### src/rtl/emac_irq_pkg.sv
package emac_irq_pkg;
  localparam int REG_W = 32;
  typedef logic [REG_W-1:0] reg_t;

  localparam int B_HB    = 31;
  localparam int B_BABR  = 30;
  localparam int B_BABT  = 29;
  localparam int B_STOP  = 28;
  localparam int B_TXF   = 27;
  localparam int B_TXB   = 26;
  localparam int B_RXF   = 25;
  localparam int B_RXB   = 24;
  localparam int B_MGMT  = 23;
  localparam int B_BERR  = 22;
  localparam int B_LCOL  = 21;
  localparam int B_RLIM  = 20;
  localparam int B_UNDR  = 19;
  localparam int EVT_LO  = B_UNDR;

  // implemented flag bits: EVT_LO .. REG_W-1
  localparam reg_t EVT_MASK = ~((reg_t'(1) << EVT_LO) - reg_t'(1));
endpackage

### src/rtl/emac_irq_src.sv
module emac_irq_src
  import emac_irq_pkg::*;
#(
  parameter int LEN_W = 16
) (
  input  logic             clk,
  input  logic             rst_n,
  input  logic             hb_check_en,
  input  logic             hb_window,
  input  logic             col_in,
  input  logic             rx_len_valid,
  input  logic [LEN_W-1:0] rx_len,
  input  logic             tx_len_valid,
  input  logic [LEN_W-1:0] tx_len,
  input  logic [LEN_W-1:0] max_frame_len,
  input  logic             sw_stop_done,
  input  logic             sw_pause_done,
  input  logic             rx_pause_done,
  input  logic             tx_desc_upd,
  input  logic             tx_desc_last,
  input  logic             rx_desc_upd,
  input  logic             rx_desc_last,
  input  logic             mgmt_done,
  input  logic             bus_err,
  input  logic             late_col,
  input  logic             retry_limit,
  input  logic             tx_underrun,
  output reg_t             evt
);
  // Heartbeat window tracking
  logic win_q;
  logic col_seen_q;
  logic win_open;
  logic win_close;

  assign win_open  = hb_window & ~win_q;
  assign win_close = win_q & ~hb_window;

  always_ff @(posedge clk) begin
    if (!rst_n) begin
      win_q      <= 1'b0;
      col_seen_q <= 1'b0;
    end else begin
      win_q <= hb_window;
      if (win_open)
        col_seen_q <= col_in;
      else if (hb_window)
        col_seen_q <= col_seen_q | col_in;
    end
  end

  logic hb_evt;
  assign hb_evt = hb_check_en & win_close & ~col_seen_q;

  // Length comparisons
  logic rx_babble;
  logic tx_babble;
  assign rx_babble = rx_len_valid & (rx_len > max_frame_len);
  assign tx_babble = tx_len_valid & (tx_len > max_frame_len);

  always_comb begin
    evt          = '0;
    evt[B_HB]    = hb_evt;
    evt[B_BABR]  = rx_babble;
    evt[B_BABT]  = tx_babble;
    evt[B_STOP]  = sw_stop_done | sw_pause_done | rx_pause_done;
    evt[B_TXF]   = tx_desc_upd & tx_desc_last;
    evt[B_TXB]   = tx_desc_upd;
    evt[B_RXF]   = rx_desc_upd & rx_desc_last;
    evt[B_RXB]   = rx_desc_upd & ~rx_desc_last;
    evt[B_MGMT]  = mgmt_done;
    evt[B_BERR]  = bus_err;
    evt[B_LCOL]  = late_col;
    evt[B_RLIM]  = retry_limit;
    evt[B_UNDR]  = tx_underrun;
  end
endmodule

### src/rtl/emac_irq_regs.sv
module emac_irq_regs
  import emac_irq_pkg::*;
#(
  parameter int              ADDR_W  = 8,
  parameter logic [ADDR_W-1:0] EVT_OFS = 8'h04,
  parameter logic [ADDR_W-1:0] ENA_OFS = 8'h08
) (
  input  logic              clk,
  input  logic              rst_n,
  input  logic              req_valid,
  input  logic              req_write,
  input  logic [ADDR_W-1:0] req_addr,
  input  reg_t              req_wdata,
  input  reg_t              evt,
  output reg_t              st_q,
  output reg_t              msk_q,
  output reg_t              w1c_bits,
  output logic              rsp_valid,
  output reg_t              rsp_rdata
);
  logic hit_evt;
  logic hit_ena;
  logic wr_ena;
  reg_t st_nxt;
  reg_t rd_sel;

  assign hit_evt  = (req_addr == EVT_OFS);
  assign hit_ena  = (req_addr == ENA_OFS);
  assign wr_ena   = req_valid & req_write & hit_ena;
  assign w1c_bits = (req_valid & req_write & hit_evt) ? (req_wdata & EVT_MASK) : '0;

  // Per-bit next state: new event wins over clear
  for (genvar i = 0; i < REG_W; i++) begin : g_bit
    if (EVT_MASK[i]) begin : g_flag
      assign st_nxt[i] = evt[i] | (st_q[i] & ~w1c_bits[i]);
    end else begin : g_rsv
      assign st_nxt[i] = 1'b0;
    end
  end

  always_comb begin
    if (hit_evt)      rd_sel = st_q;
    else if (hit_ena) rd_sel = msk_q;
    else              rd_sel = '0;
  end

  always_ff @(posedge clk) begin
    if (!rst_n) begin
      st_q      <= '0;
      msk_q     <= '0;
      rsp_valid <= 1'b0;
      rsp_rdata <= '0;
    end else begin
      st_q      <= st_nxt;
      if (wr_ena)
        msk_q <= req_wdata & EVT_MASK;
      rsp_valid <= req_valid & ~req_write;
      if (req_valid & ~req_write)
        rsp_rdata <= rd_sel;
    end
  end
endmodule

### src/rtl/emac_irq_ctrl.sv
module emac_irq_ctrl
  import emac_irq_pkg::*;
(
  input  logic clk,
  input  logic rst_n,
  input  reg_t st_q,
  input  reg_t msk_q,
  input  logic berr_evt,
  input  logic mac_en_set,
  output logic mac_en,
  output logic irq
);
  always_ff @(posedge clk) begin
    if (!rst_n) begin
      mac_en <= 1'b0;
      irq    <= 1'b0;
    end else begin
      if (berr_evt)
        mac_en <= 1'b0;
      else if (mac_en_set)
        mac_en <= 1'b1;
      irq <= |(st_q & msk_q);
    end
  end
endmodule

### src/rtl/emac_irq_events.sv
module emac_irq_events
  import emac_irq_pkg::*;
#(
  parameter int ADDR_W = 8,
  parameter int LEN_W  = 16
) (
  input  logic              clk,
  input  logic              rst_n,
  input  logic              req_valid,
  input  logic              req_write,
  input  logic [ADDR_W-1:0] req_addr,
  input  logic [31:0]       req_wdata,
  output logic              rsp_valid,
  output logic [31:0]       rsp_rdata,
  input  logic              hb_check_en,
  input  logic              hb_window,
  input  logic              col_in,
  input  logic              rx_len_valid,
  input  logic [LEN_W-1:0]  rx_len,
  input  logic              tx_len_valid,
  input  logic [LEN_W-1:0]  tx_len,
  input  logic [LEN_W-1:0]  max_frame_len,
  input  logic              sw_stop_done,
  input  logic              sw_pause_done,
  input  logic              rx_pause_done,
  input  logic              tx_desc_upd,
  input  logic              tx_desc_last,
  input  logic              rx_desc_upd,
  input  logic              rx_desc_last,
  input  logic              mgmt_done,
  input  logic              bus_err,
  input  logic              late_col,
  input  logic              retry_limit,
  input  logic              tx_underrun,
  input  logic              mac_en_set,
  output logic              mac_en,
  output logic              irq
);
  localparam logic [ADDR_W-1:0] EVT_OFS = ADDR_W'(4);
  localparam logic [ADDR_W-1:0] ENA_OFS = ADDR_W'(8);

  reg_t evt_vec;
  reg_t st_q;
  reg_t msk_q;
  reg_t w1c_bits;

  emac_irq_src #(.LEN_W(LEN_W)) u_src (
    .clk           (clk),
    .rst_n         (rst_n),
    .hb_check_en   (hb_check_en),
    .hb_window     (hb_window),
    .col_in        (col_in),
    .rx_len_valid  (rx_len_valid),
    .rx_len        (rx_len),
    .tx_len_valid  (tx_len_valid),
    .tx_len        (tx_len),
    .max_frame_len (max_frame_len),
    .sw_stop_done  (sw_stop_done),
    .sw_pause_done (sw_pause_done),
    .rx_pause_done (rx_pause_done),
    .tx_desc_upd   (tx_desc_upd),
    .tx_desc_last  (tx_desc_last),
    .rx_desc_upd   (rx_desc_upd),
    .rx_desc_last  (rx_desc_last),
    .mgmt_done     (mgmt_done),
    .bus_err       (bus_err),
    .late_col      (late_col),
    .retry_limit   (retry_limit),
    .tx_underrun   (tx_underrun),
    .evt           (evt_vec)
  );

  emac_irq_regs #(
    .ADDR_W  (ADDR_W),
    .EVT_OFS (EVT_OFS),
    .ENA_OFS (ENA_OFS)
  ) u_regs (
    .clk       (clk),
    .rst_n     (rst_n),
    .req_valid (req_valid),
    .req_write (req_write),
    .req_addr  (req_addr),
    .req_wdata (req_wdata),
    .evt       (evt_vec),
    .st_q      (st_q),
    .msk_q     (msk_q),
    .w1c_bits  (w1c_bits),
    .rsp_valid (rsp_valid),
    .rsp_rdata (rsp_rdata)
  );

  emac_irq_ctrl u_ctrl (
    .clk        (clk),
    .rst_n      (rst_n),
    .st_q       (st_q),
    .msk_q      (msk_q),
    .berr_evt   (evt_vec[B_BERR]),
    .mac_en_set (mac_en_set),
    .mac_en     (mac_en),
    .irq        (irq)
  );
endmodule

### config.mk
export PLATFORM = sky130hd
export DESIGN_NAME = emac_irq_events
export DESIGN_NICKNAME = d
export VERILOG_FILES = /design/src/rtl/emac_irq_pkg.sv /design/src/rtl/emac_irq_src.sv /design/src/rtl/emac_irq_regs.sv /design/src/rtl/emac_irq_ctrl.sv /design/src/rtl/emac_irq_events.sv
export SDC_FILE = /design/constraint.sdc
export NUM_CORES = 1
export LEC_CHECK = 0
export ABC_AREA = 1
export BUFFER_PORTS_ARGS = -buffer_cell sky130_fd_sc_hd__buf_2
export CORE_UTILIZATION = 35
export DETAILED_ROUTE_END_ITERATION = 12
export GPL_TIMING_DRIVEN = 0
export PLACE_DENSITY = 0.6
export SLEW_MARGIN = 15
export SYNTH_ARGS = -nofsm -noshare
export SYNTH_HDL_FRONTEND = slang
export SYNTH_SLANG_ARGS = --single-unit
### constraint.sdc
create_clock -name clk -period 1.3 [get_ports clk]
set_clock_uncertainty 0.05 [all_clocks]
set_input_delay 0.195 -clock clk [delete_from_list [all_inputs] [get_ports clk]]
set_output_delay 0.195 -clock clk [all_outputs]
set_load 0.01 [all_outputs]
**Word level (Yosys, flattened, before mapping)**

Cells that the tools add are included.

- Reductions and logical operators: 3
- Multiplexer cells: 5
- Bitwise logic cells: 62
- $lt $le $gt $ge: 2
- Equality and inequality tests: 2

Operators with widths:

| cell | number |
|---|---|
| $mux 32 | 3 |
| $and 32x32->32 | 1 |
| $gt 16x16->1 | 2 |
| $reduce_or 32->1 | 1 |
| $and 1x1->1 | 26 |
| $not 1->1 | 19 |
| $or 1x1->1 | 16 |
| $eq 8x3->1 const B | 1 |
| $eq 8x4->1 const B | 1 |
| $mux 1 | 2 |
| $reduce_bool 2->1 | 1 |
| $reduce_or 2->1 | 1 |

- Output and inout port bits: 35
- Register bits after elaboration: 82
- Input bits: 110

**Longest topological paths before layout**

Gate-level depths: netlist (run 1).

- Word-level depth: 6
- Mapped depth: 13

**Modules after synthesis**

From an unflattened synthesis (run 1), not the netlist that was laid out.

- Cell total of the unflattened synthesis: 587
- Area, all modules: 3881.2 µm²

Modules (own cells, without submodules):

| module | seq. area each (µm²) | cells each | area each (µm²) | instances |
|---|---|---|---|---|
| emac_irq_regs | 800.8 | 344 | 2461.1 | 1 |
| emac_irq_src | 40.0 | 175 | 1129.8 | 1 |
| emac_irq_ctrl | 40.0 | 68 | 290.3 | 1 |

**Least setup slack after synthesis (run 1)**

No wires, ideal clock.

- Path type: in2reg
- Start: in req_addr[3]
- End: reg u_regs.st_q[19]
- Buffers on the path: 1
- Stages: 7
- Arrival: 1022 ps
- Slack: 96 ps
- Path through: inv_1 > nand3_1 > nor2_2 > nand3_1 > clkbuf_1 > o21ai_0 > a21oi_1

- Cells in the longest elaborated chain, start to end: 6

Ends and longest elaborated chain:

| element | RTL line | text |
|---|---|---|
| from (decl) | emac_irq_events.sv:11 | `input logic [ADDR_W-1:0] req_addr,` |
| $eq 8x3->1 | emac_irq_regs.sv:27 | `assign hit_evt = (req_addr == EVT_OFS);` |
| $and 1x1->1 | emac_irq_regs.sv:30 | `assign w1c_bits = (req_valid & req_write & hit_evt) ? (req_wdata & EVT_MASK) : '0;` |
| $mux 32 | emac_irq_regs.sv:30 |  |
| $not 1->1 | emac_irq_regs.sv:35 | `assign st_nxt[i] = evt[i] \| (st_q[i] & ~w1c_bits[i]);` |
| $and 1x1->1 | emac_irq_regs.sv:35 |  |
| $or 1x1->1 | emac_irq_regs.sv:35 |  |
| to (signal assigned) | emac_irq_regs.sv:54 | `st_q <= st_nxt;` |
| to (decl) | emac_irq_regs.sv:15 | `output reg_t st_q,` |

Every way passes these cells.
A chain may end at the register's enable or synchronous reset.

**Final worst setup path (run 1)**

- Start: in req_addr[0]
- End: reg u_regs.rsp_rdata[21]

- Cells in the longest elaborated chain, start to end: 3
- Elaborated cells on any way between the ends: 4
- Those cells by class: eq/ne: 2; mux: 2

Ends and longest elaborated chain:

| element | RTL line | text |
|---|---|---|
| $eq 8x4->1 | emac_irq_regs.sv:28 | `assign hit_ena = (req_addr == ENA_OFS);` |
| $mux 32 | emac_irq_regs.sv:43 | `else if (hit_ena) rd_sel = msk_q;` |
| $mux 32 (*) | emac_irq_regs.sv:42 | `if (hit_evt) rd_sel = st_q;` |
| to (signal assigned) | emac_irq_regs.sv:59 | `rsp_rdata <= rd_sel;` |
| to (decl) | emac_irq_regs.sv:19 | `output reg_t rsp_rdata` |

Mark *: on every way between the ends. The rest lies on a longest branch, timed or not.

==> summary.txt, run 1 <==
Layout
  • Post-Route Utilization: 0.477
  • Register area: 881 sq um
  • Diode count: 0
  • Fraction of layout cells with a size suffix above 1: 0.277
  • # fillers: 823
  • Area delta synth->final: 30.9%
  • Commonest cells after routing, fill and taps aside: buf_2 (109), nand2_1 (70), inv_1 (66)
  • Area of the multi-input gates: 0.00160 sq mm
  • Commonest non-fill, non-tap cell in the layout: buf_2
  • Layout Nets: 682
  • Final instance area: 0.00372 sq mm

Power
  • PwrDens: 802 mW/mm^2
  • Clock share of power: 0.298
  • Int Pwr: 2.15 mW
  • Switch Pwr: 0.840 mW
  • Sw frac: 0.281
  • Worst IR drop on VDD: 542 uV
  • Leakage: 2.12 nW
  • Register share of total power: 0.483
  • Gate power share: 0.219

Floorplanning
  • Starting Density: 0.364
  • IO Count: 145
  • Site Rows: 32
  • Chip Width: 92.1 um
  • Die area: 0.00849 sq mm
  • Core outline area: 0.00781 sq mm
  • Die Y-Extent: 92.1 um

Clocking
  • CTS sink count: 44
  • Htree depth: 2
  • CTS tree: done
  • CTS buffer count: 5
  • Clock Latency Late Sink: 300 ps
  • Reg clk slew, reported paths: 80 ps
  • Clock root cell: clkbuf_8
  • CTS Buffer Depth: 2
  • Hold Buf Count CTS: 0

Critical path
  • Setup Crit Path Kind: primary input to register
  • Worst Setup End Kind: register
  • Reg2Reg Depth: 4
  • Max Fanout on Critical Path: 10
  • Worst endpoint required time: 1500 ps
  • R2R Setup Slk: 160 ps
  • Largest delay share family, worst path: simple AND/OR/NAND/NOR gates
  • Startpoint Class: primary input
  • CP Data Arrival Time: 1390 ps
  • FF-to-FF Start: u_regs.st_q[25]
  • CP endpoint: u_regs.rsp_rdata[21]
  • CP max stage cell: nor4_4
  • Top cell by count, worst path: buf_2
  • Crit-path cells: buf_2, nor4_4, buf_2, nand3_1, nand2_1, o211ai_1, inv_1
  • Crit path depth: 7
  • CP Buf/Inv Count: 3
  • CP Launch Point: req_addr[0]
  • FF-to-FF End: u_ctrl.irq
  • Worst stage delay on the critical path: 380 ps

Drt
  • Via density: 4.49
  • Via count: 2887
  • Drt total wl: 7420 um
  • Drt wl/cell: 11.5 um
  • Drt pass-1 iters: 4
  • Iter 0 DRT Violations: 104
  • ANT nets after route: 0
  • Remaining routing DRC violations: 0

Global routing
  • Total track usage: 0.179
  • First-pass GRT wire length: 12100 um
  • Initial antenna violation count: 0
  • Vias in the first global route: 2731
  • Largest net degree at the start of global routing: 13
  • GR Overflow Total: 0

Place
  • Placed cell area: 0.00356 sq mm
  • RD Place Congestion: 0.873
  • Detailed Place HPWL: 5930 um
  • IO Port Bufs: 105

Timing
  • Final min period: 1190 ps
  • Final period util: 0.918
  • Setup violators final: 0
  • Max-Slew Margin vs Limit: 0.641
  • Fin. max-slew vios: 0
  • Slew of the pin with the lowest slew margin: 538 ps
  • Hold WS: 11.9 ps
  • Hold Violations, Final: 0
  • Fmax: 838 MHz

Flow run
  • Max Cap Viol: 0

Synth
  • Avg Cell Area, Syn: 7.02 sq um
  • FF+latch count, synth: 44
  • Syn Std Cell Area: 0.00284 sq mm
  • Synth Instances: 405
  • Synth cell types: 27
  • Sequential share of the synthesized area: 0.310
  • Yosys Warn Count: 0

Status
  • Outcome: finished, final reports clean

Worst hold path
  • Worst hold path class: primary input to register
==> layout make-up <==
class                      instances  share of cell area
multi-input combinational        280               0.429
sequential                        44               0.237
timing repair buffer             110               0.151
inverter                          67              0.0676
buffer                            32              0.0572
tap                              102              0.0343
clock buffer                       8              0.0242
==> what timing repair did <==
| action | 4_1_cts | 5_1_grt |
|---|---|---|
| setup buffers | 0 | 5 |
| gates cloned | 0 | 0 |
| pin swaps | 0 | 3 |
| endpoints found under the setup margin | 11 | 30 |
| gates resized for setup | 4 | 8 |
==> state kept, by name, indices dropped and copies added, names as in the netlist <==
name,cells
u_regs.rsp_valid,1
u_regs.rsp_rdata,13
u_ctrl.mac_en,1
u_ctrl.irq,1
u_src.win_q,1
u_regs.st_q,13
u_regs.msk_q,13
u_src.col_seen_q,1
==> metrics by stage <==
stage | std cells | setup slack (ps) | TNS [ps] | total power, mW
3_3_place_gp | 630 | -410 | -9670 | 2.11
4_1_cts | 638 | 31.9 | 0 | 3.00
2_1_floorplan | 423 | 96.1 | 0 | 1.86
5_1_grt | 643 | -0.724 | -0.724 | 3.17
6_report | 643 | 107 | 0 | 2.99
3_5_place_dp | 630 | -445 | -9820 | 2.12
==> synthesized netlist by cell type, drive strengths merged <==
| cell type | count | share of area |
|---|---|---|
| o211ai | 13 | 0.034 |
| dfxtp | 44 | 0.31 |
| inv | 66 | 0.087 |
| a221oi | 2 | 0.0062 |
| nand3 | 18 | 0.032 |
| a21o | 2 | 0.0053 |
| conb | 1 | 0.0013 |
| o21ai | 30 | 0.053 |
| clkbuf | 6 | 0.0079 |
| a31oi | 1 | 0.0022 |
| buf | 26 | 0.064 |
| o21a | 2 | 0.0053 |
| ha | 32 | 0.14 |
| nand2 | 71 | 0.095 |
| nor4 | 1 | 0.0075 |
| nand4 | 3 | 0.0066 |
| clkinv | 1 | 0.0013 |
| nor3 | 15 | 0.026 |
| nor2 | 32 | 0.046 |
| a21oi | 39 | 0.069 |
==> kinds of logic (layout without fill, tap and decap cells) <==
logic type | count (synthesis) | after routing | synth area share
and+or+nand+nor | 140 | 140 | 0.213
AOI/OAI and AO/OA | 89 | 89 | 0.175
DFF | 44 | 44 | 0.310
other | 1 | 19 | 0.00132
adders and majority gates | 32 | 32 | 0.141
buffers and inverters | 99 | 217 | 0.161
==> power by group through the flow <==
stage	Sequential (mW)	Clock (mW)	Combinational [mW]
2_1_floorplan	1.48	0	0.381
3_3_place_gp	1.47	0	0.634
3_5_place_dp	1.47	0	0.650
4_1_cts	1.44	0.901	0.655
5_1_grt	1.45	0.955	0.762
6_report	1.44	0.890	0.655
==> worst reg2reg max path: stages, from the launching register on <==
cell and delay [ps]:
dfxtp_1 340, nand2_1 70, nand2_1 50, a221oi_1 340, a31oi_1 170
==> per-layer routing <==
metal  GRT usage  share of wire
met4      0.0495          0.015
met3      0.0332          0.059
met2       0.294           0.45
met1       0.239           0.48
met5           0              0
==> how the worst min path moves through the flow <==
stage             from            end  slack (ps)  depth (start not counted)
2_1_floorplan  bus_err  u_ctrl.mac_en         220                          1
3_3_place_gp   bus_err  u_ctrl.mac_en         340                          2
3_5_place_dp   bus_err  u_ctrl.mac_en         330                          2
4_1_cts        bus_err  u_ctrl.mac_en          20                          2
5_1_grt        bus_err  u_ctrl.mac_en          20                          2
6_report       bus_err  u_ctrl.mac_en          10                          2
(Power assumes the default switching activity.)
==> inputs of run 2 (changes only) <==
- ABC_AREA: 1 -> 0
- CORE_UTILIZATION: 35 -> 38
- PLACE_DENSITY: 0.6 -> 0.66
==> run 2 against run 1 <==
Die area down 13%. Final cell count decreased by 14%. Fmax shrank 6.8%. Hold slack improved by 37 ps. Global-route usage grew 0.69 points. Sequential share of layout area shrank 1.3 points. Critical path type unchanged. Register-to-register slack about the same. Critical path depth is 2 higher. First-iteration DRC count fell by 13%. Final area grew 5.7%. Wire length decreased by 2.4%. Combinational power rose by 4.9%.
==> summary.txt, run 2 <==
Critical path
  • Top cell by count, worst path: buf_4
  • Worst stage delay on the critical path: 340 ps (-40 ps)
  • Worst endpoint required time: 1430 ps (-70 ps)
  • CP max stage cell: a2111oi_2
  • Worst Setup End Kind: register
  • CP Data Arrival Time: 1410 ps (+20 ps)
  • Crit-path cells: buf_2, inv_2, ha_4, nand4_1, buf_4, buf_4, inv_1, a2111oi_2, o21ai_1
  • Max Fanout on Critical Path: 2 (-8)
  • Startpoint Class: primary input
  • Setup Crit Path Kind: primary input to register

Global routing
  • Initial antenna violation count: 0 (unchanged)
  • Total track usage: 0.186 (+0.00691)
  • GR Overflow Total: 0 (unchanged)
  • Largest net degree at the start of global routing: 14 (+1)
  • First-pass GRT wire length: 10800 um (-11%)
  • Vias in the first global route: 2421 (-11%)

Drt
  • Via count: 2679 (-7.2%)
  • Drt wl/cell: 13.1 um (+14%)
  • ANT nets after route: 0 (unchanged)
  • Drt pass-1 iters: 7 (+3)
  • Drt total wl: 7240 um (-2.4%)
  • Iter 0 DRT Violations: 90 (-13%)
  • Remaining routing DRC violations: 0 (unchanged)
  • Via density: 4.86 (+8.3%)

Synth
  • Sequential share of the synthesized area: 0.330 (+0.0205)
  • Yosys Warn Count: 0 (unchanged)
  • Most frequent cell after synthesis: dfxtp_1
  • Top cell type's share of synthesized area: 0.330 (+0.0205)
  • Synth Instances: 319 (-21%)
  • Syn Std Cell Area: 0.00267 sq mm (-6.2%)
  • Synth area leader: dfxtp_1
  • Area contributors post-synth: dfxtp_1 (33%), ha_1 (15%), a21oi_1 (6.2%), buf_4 (5.9%), nor2_1 (5.9%)
  • Avg Cell Area, Syn: 8.36 sq um (+19%)
  • FF+latch count, synth: 44 (unchanged)
  • Synth cell types: 40 (+48%)
  • Post-synth EDFFs: 0 (unchanged)
  • Synth cell count leaders: dfxtp_1 (44), nor2_1 (42), a21oi_1 (33)
  • FFs w/ async S/R, synth: 0 (unchanged)
  • Top_reg_cell synth: dfxtp_1

Floorplanning
  • Site Rows: 30 (-6.3%)
  • Die area: 0.00736 sq mm (-13%)
  • Starting Density: 0.392 (+0.0283)
  • Chip Width: 85.8 um (-6.9%)
  • IO Count: 145 (unchanged)
  • Core outline area: 0.00679 sq mm (-13%)
  • Die Y-Extent: 85.8 um (-6.9%)

Timing
  • Final period util: 0.985 (+0.0671)
  • Unrepaired setup endpoints after global routing: yes
  • Setup TNS: 0 ps (unchanged)
  • Hold Violations, Final: 0 (unchanged)
  • Fmax: 781 MHz (-6.8%)
  • Max-Slew Margin vs Limit: 0.646 (+0.00461)
  • Fin. max-slew vios: 0 (unchanged)
  • Setup violators final: 0 (unchanged)
  • Hold WS: 48.6 ps (+36.7 ps)
  • Final min period: 1280 ps (+87.3 ps)
  • Slew of the pin with the lowest slew margin: 531 ps (-6.92 ps)

Power
  • Worst IR drop on VDD: 320 uV (-41%)
  • PwrDens: 767 mW/mm^2 (-4.4%)
  • Switch Pwr: 0.817 mW (-2.7%)
  • Clock share of power: 0.303 (+0.005)
  • Register share of total power: 0.469 (-0.014)
  • Gate power share: 0.228 (+0.009)
  • Sw frac: 0.271 (-0.0106)
  • Leakage: 1.74 nW (-18%)
  • Int Pwr: 2.20 mW (+2.6%)

Clocking
  • CTS tree: done
  • CTS Buffer Depth: 2 (unchanged)
  • CTS buffer count: 5 (unchanged)
  • CTS sink count: 44 (unchanged)
  • Clock Latency Late Sink: 290 ps (about the same)
  • Htree depth: 2 (unchanged)
  • Reg clk slew, reported paths: 80 ps (about the same)
  • Clock root cell: clkbuf_8

Flow run
  • Max Cap Viol: 0 (unchanged)

Place
  • Detailed Place HPWL: 5600 um (-5.6%)
  • IO Port Bufs: 106 (+0.95%)
  • RD Place Congestion: 0.813 (-6.9%)

Layout
  • Largest regs: u_regs.msk_q: 13 flops, u_regs.rsp_rdata: 13 flops, u_regs.st_q: 13 flops
  • Area delta synth->final: 47.5%
  • Commonest non-fill, non-tap cell in the layout: buf_2
  • Commonest cells after routing, fill and taps aside: buf_2 (104), dfxtp_1 (44), nor2_1 (42)
  • Layout Nets: 597 (-12%)
  • Diode count: 0 (unchanged)
  • # fillers: 634 (-23%)
  • Fraction of layout cells with a size suffix above 1: 0.424 (+0.147)

Worst hold path
  • Worst hold path class: primary input to register

Status
  • Outcome: finished, final reports clean
-- run 2: changes by cell type after synthesis, sizes merged, moves of 11 or more --
cell,before,now
o21ai,30,4
a22oi,0,17
mux2i,0,13
nand3,18,7
o211ai,13,2
inv,66,19
nand2,71,22
-- run 2: cell type report --
cell class,count,area (sq um),share of cell area
timing repair buffer,112,639,0.163
tap,96,120,0.0305
clock buffer,7,96.3,0.0245
buffer,31,220,0.0560
multi-input combinational,241,1880,0.479
sequential,44,881,0.224
inverter,20,92.6,0.0235
-- run 2: power groups by stage --
stage	combinational, mW	sequential (mW)	clock [mW]
finish	0.687	1.42	0.914
CTS	0.618	1.41	0.930
floorplan	0.349	1.43	0
global placement	0.579	1.44	0
global route	0.767	1.42	0.974
detailed placement	0.595	1.44	0
-- run 2: metal layers --
metal	vias to the layer above	part of all wire	track usage	wire length (um)
met3	10	0.058	0.0327	421
li1	1367	-	-	-
met2	95	0.49	0.330	3520
met5	-	0	0	0
met1	1207	0.44	0.230	3200
met4	0	0.013	0.0545	91
-- run 2: final timing paths --
kind | from | end | slack [ps] | depth (start not counted)
max | max_frame_len[15] | u_regs.st_q[30] | 20 | 9
min | bus_err | u_ctrl.mac_en | 50 | 2
max reg2reg | u_regs.st_q[27] | u_ctrl.irq | 160 | 4
min reg2reg | u_regs.st_q[30] | u_regs.st_q[30] | 430 | 2
-- run 2: kinds of logic (layout without fill, tap and decap cells) --
| family | count (synthesis) | after routing | share of synthesized area |
|---|---|---|---|
| mux | 13 | 13 | 0.0488 |
| fa+ha+maj | 32 | 32 | 0.150 |
| other cells | 1 | 19 | 0.00141 |
| simple gates | 105 | 105 | 0.187 |
| flops | 44 | 44 | 0.330 |
| compound gates | 72 | 72 | 0.174 |
| buf+inv | 52 | 170 | 0.108 |
-- run 2: metrics by stage --
step | setup slack, ps | utilization | cell area (sq um) | cells | power (mW)
after floorplan | -92.0 | - | 2880 | 337 | 1.78
after global placement | -511 | 0.520 | 3530 | 539 | 2.02
after detailed placement | -499 | 0.520 | 3530 | 539 | 2.04
after CTS | -25.1 | 0.540 | 3670 | 548 | 2.96
after global routing | -56.4 | 0.579 | 3930 | 551 | 3.16
final | 20.0 | 0.579 | 3930 | 551 | 3.02
-- run 2: timing repair --
item                       in CTS  in global routing
pin swaps                       8                 13
cloned                          0                  2
gates resized for setup         9                 38
hold buffers                    0                  0
setup endpoints to repair      15                 34
setup buffers                   3                  1
-- run 2: critical path: cells and delay by family --
kind,cells,cell delay (ps)
buf+inv,5,450
compound gates,2,420
simple gates,1,140
fa+ha+maj,1,210
==> inputs of run 3 (changes only) <==
- CORE_ASPECT_RATIO: unset -> 0.9
- CTS_CLUSTER_DIAMETER: unset -> 100
==> run 3 against run 2 <==
Fmax decreased by 1.8%. Combinational power decreased by 4.8%. Sequential power about the same. The run now ends with negative setup slack left. Wire length increased by 3.2%. Critical endpoint is now u_regs.st_q[28]. Total power increased by 9.3%.
==> summary.txt, run 3 (synthesis gave the netlist of run 2 again) <==
Status
  • Outcome: complete, but fails checks
  • Violated checks: negative setup slack

Floorplanning
  • Die area: 0.00736 sq mm (about the same)
  • Site Rows: 28 (-6.7%)
  • IO Count: 145 (unchanged)
  • Starting Density: 0.398 (+0.00602)
  • Chip Width: 90.3 um (+5.3%)
  • Die Y-Extent: 81.5 um (-5.0%)
  • Core outline area: 0.00669 sq mm (-1.5%)

Drt
  • Via density: 5.02 (+3.2%)
  • ANT nets after route: 0 (unchanged)
  • Drt total wl: 7470 um (+3.2%)
  • Remaining routing DRC violations: 0 (unchanged)
  • Via count: 2725 (+1.7%)
  • Drt wl/cell: 13.8 um (+4.7%)
  • Iter 0 DRT Violations: 138 (+53%)
  • Drt pass-1 iters: 4 (-3)

Global routing
  • GR Overflow Total: 0 (unchanged)
  • Vias in the first global route: 2495 (+3.1%)
  • Total track usage: 0.201 (+0.0149)
  • Top Usage Layer GRT: met2
  • GR Util met3: 0.0370 (+0.00431)
  • Met2 usage: 0.341 (+0.0110)
  • First-pass GRT wire length: 11800 um (+8.9%)
  • GR Util met1: 0.268 (+0.0380)
  • Initial antenna violation count: 0 (unchanged)
  • Largest net degree at the start of global routing: 14 (unchanged)

Power
  • Gate power share: 0.198 (-0.030)
  • Worst IR drop on VDD: 475 uV (+48%)
  • PwrDens: 852 mW/mm^2 (+11%)
  • Switch Pwr: 0.833 mW (+2.0%)
  • Sw frac: 0.253 (-0.0181)
  • Register share of total power: 0.428 (-0.041)
  • Int Pwr: 2.46 mW (+12%)
  • Clock share of power: 0.374 (+0.071)
  • Leakage: 1.75 nW (+0.45%)

Timing
  • Setup violators final: 1 (+1)
  • Min setup slack post-route: -4.13 ps (-24.1 ps)
  • Slew of the pin with the lowest slew margin: 573 ps (+41.2 ps)
  • Setup TNS: -4.13 ps (-4.13 ps)
  • Fin. max-slew vios: 0 (unchanged)
  • Unrepaired setup endpoints after global routing: yes
  • Fmax: 767 MHz (-1.8%)
  • Hold Violations, Final: 0 (unchanged)
  • Final min period: 1300 ps (+24.1 ps)
  • Final period util: 1.00 (+0.0185)
  • Max-Slew Margin vs Limit: 0.618 (-0.0274)
  • Hold WS: 25.5 ps (-23.1 ps)

Place
  • IO Port Bufs: 106 (unchanged)
  • Placed cell area: 0.00352 sq mm (-0.21%)
  • Detailed Place HPWL: 5830 um (+4.0%)
  • RD Place Congestion: 0.809 (-0.46%)
  • Place WS: -473 ps (+26.5 ps)

Worst hold path
  • Worst hold path class: primary input to register
  • Hold path startpoint: bus_err
  • Hold EP: u_ctrl.mac_en
  • Worst Hold Path Cells: 2 (unchanged)

Clocking
  • Reg clk slew, reported paths: 80 ps (about the same)
  • Clock Latency Late Sink: 300 ps (about the same)
  • CTS tree: done
  • CTS sink count: 44 (unchanged)
  • Clock root cell: clkbuf_8
  • CTS buffer count: 5 (unchanged)
  • CTS Buffer Depth: 2 (unchanged)
  • Htree depth: 2 (unchanged)

Critical path
  • CP Data Arrival Time: 1430 ps (+20 ps)
  • CP Buf/Inv Count: 1 (-4)
  • Worst endpoint required time: 1430 ps (about the same)
  • Reg2Reg Depth: 4 (unchanged)
  • Max Fanout on Critical Path: 4 (+2)
  • Setup Crit Path Kind: primary input to register
  • Largest delay share family, worst path: simple AND/OR/NAND/NOR gates
  • Worst Setup End Kind: register
  • Crit-path cells: buf_6, nor4_4, and4_4, nand2_4, a2111oi_4, nor2_1
  • CP max stage cell: and4_4
  • R2R Setup Slk: 130 ps (-30 ps)
  • Worst stage delay on the critical path: 360 ps (+20 ps)
  • Startpoint Class: primary input
  • FF-to-FF End: u_ctrl.irq
  • FF-to-FF Start: u_regs.st_q[27]

Layout
  • Area delta synth->final: 45.2%
  • Register area: 881 sq um (unchanged)
  • Layout Nets: 595 (-0.34%)
  • Area of the multi-input gates: 0.00180 sq mm (-4.5%)
  • Final instance area: 0.00387 sq mm (-1.6%)
  • Largest regs: u_regs.msk_q: 13 flops, u_regs.rsp_rdata: 13 flops, u_regs.st_q: 13 flops
  • Post-Route Utilization: 0.579 (about the same)
  • Commonest cells after routing, fill and taps aside: buf_2 (99), dfxtp_1 (44), nor2_1 (42)
  • Commonest non-fill, non-tap cell in the layout: buf_2
  • # fillers: 620 (-2.2%)
  • Diode count: 0 (unchanged)
  • Fraction of layout cells with a size suffix above 1: 0.413 (-0.0114)

Flow run
  • Max Cap Viol: 0 (unchanged)
-- run 3: cell count changes in the layout (fill, tap and decap cells not counted), moves of 4 or more --
cell,change
ha_1,+7
buf_6,+4
nor3_1,-4
a21oi_1,+4
a21oi_2,-4
nor3_2,+4
ha_4,-7
buf_2,-5
-- run 3: power by group through the flow --
stage / Combinational [mW] / Clock, mW / Sequential, mW
global route: 0.735 / 1.30 / 1.42
CTS: 0.612 / 1.23 / 1.41
finish: 0.654 / 1.23 / 1.41
global placement: 0.582 / 0 / 1.44
floorplan: 0.349 / 0 / 1.43
detailed placement: 0.597 / 0 / 1.44
-- run 3: worst max-delay path by stage --
stage	from	end	slack (ps)	depth (start not counted)
2_1_floorplan	max_frame_len[1]	u_regs.st_q[30]	-90	7
3_3_place_gp	max_frame_len[5]	u_regs.st_q[30]	-480	8
3_5_place_dp	max_frame_len[5]	u_regs.st_q[30]	-470	8
6_report	req_addr[4]	u_regs.st_q[28]	-4	6
4_1_cts	max_frame_len[14]	u_regs.st_q[30]	-20	8
5_1_grt	max_frame_len[14]	u_regs.st_q[30]	-90	8
-- run 3: worst register-to-register path: stages (launching register included) --
cell and delay (ps):
dfxtp_1 340, a22oi_1 200, nand2_1 100, a221oi_1 230, a31oi_1 120
-- run 3: area by class of cell --
class / count / area share
tap: 90 / 0.0291
timing repair buffer: 111 / 0.166
buffer: 30 / 0.0566
clock inverter: 2 / 0.0155
multi-input combinational: 241 / 0.464
sequential: 44 / 0.228
clock buffer: 5 / 0.0178
inverter: 20 / 0.0233
-- run 3: timing repair --
item / in CTS / in global routing
gates cloned: 0 / 1
pin swaps: 5 / 22
gates resized for setup: 8 / 36
endpoints found under the setup margin: 12 / 31
setup buffers: 0 / 4
hold buffers: 0 / 0
-- run 3: through the flow --
stage	std cells	power, mW
final	543	3.30
after global routing	543	3.45
after CTS	539	3.26
after detailed placement	533	2.04
after global placement	533	2.02
after floorplan	337	1.78
-- run 3: routing by layer --
| layer | share of wire | up-vias |
|---|---|---|
| li1 | - | 1361 |
| met1 | 0.46 | 1262 |
| met2 | 0.47 | 94 |
| met3 | 0.056 | 8 |
| met4 | 0.0092 | 0 |
| met5 | 0 | - |
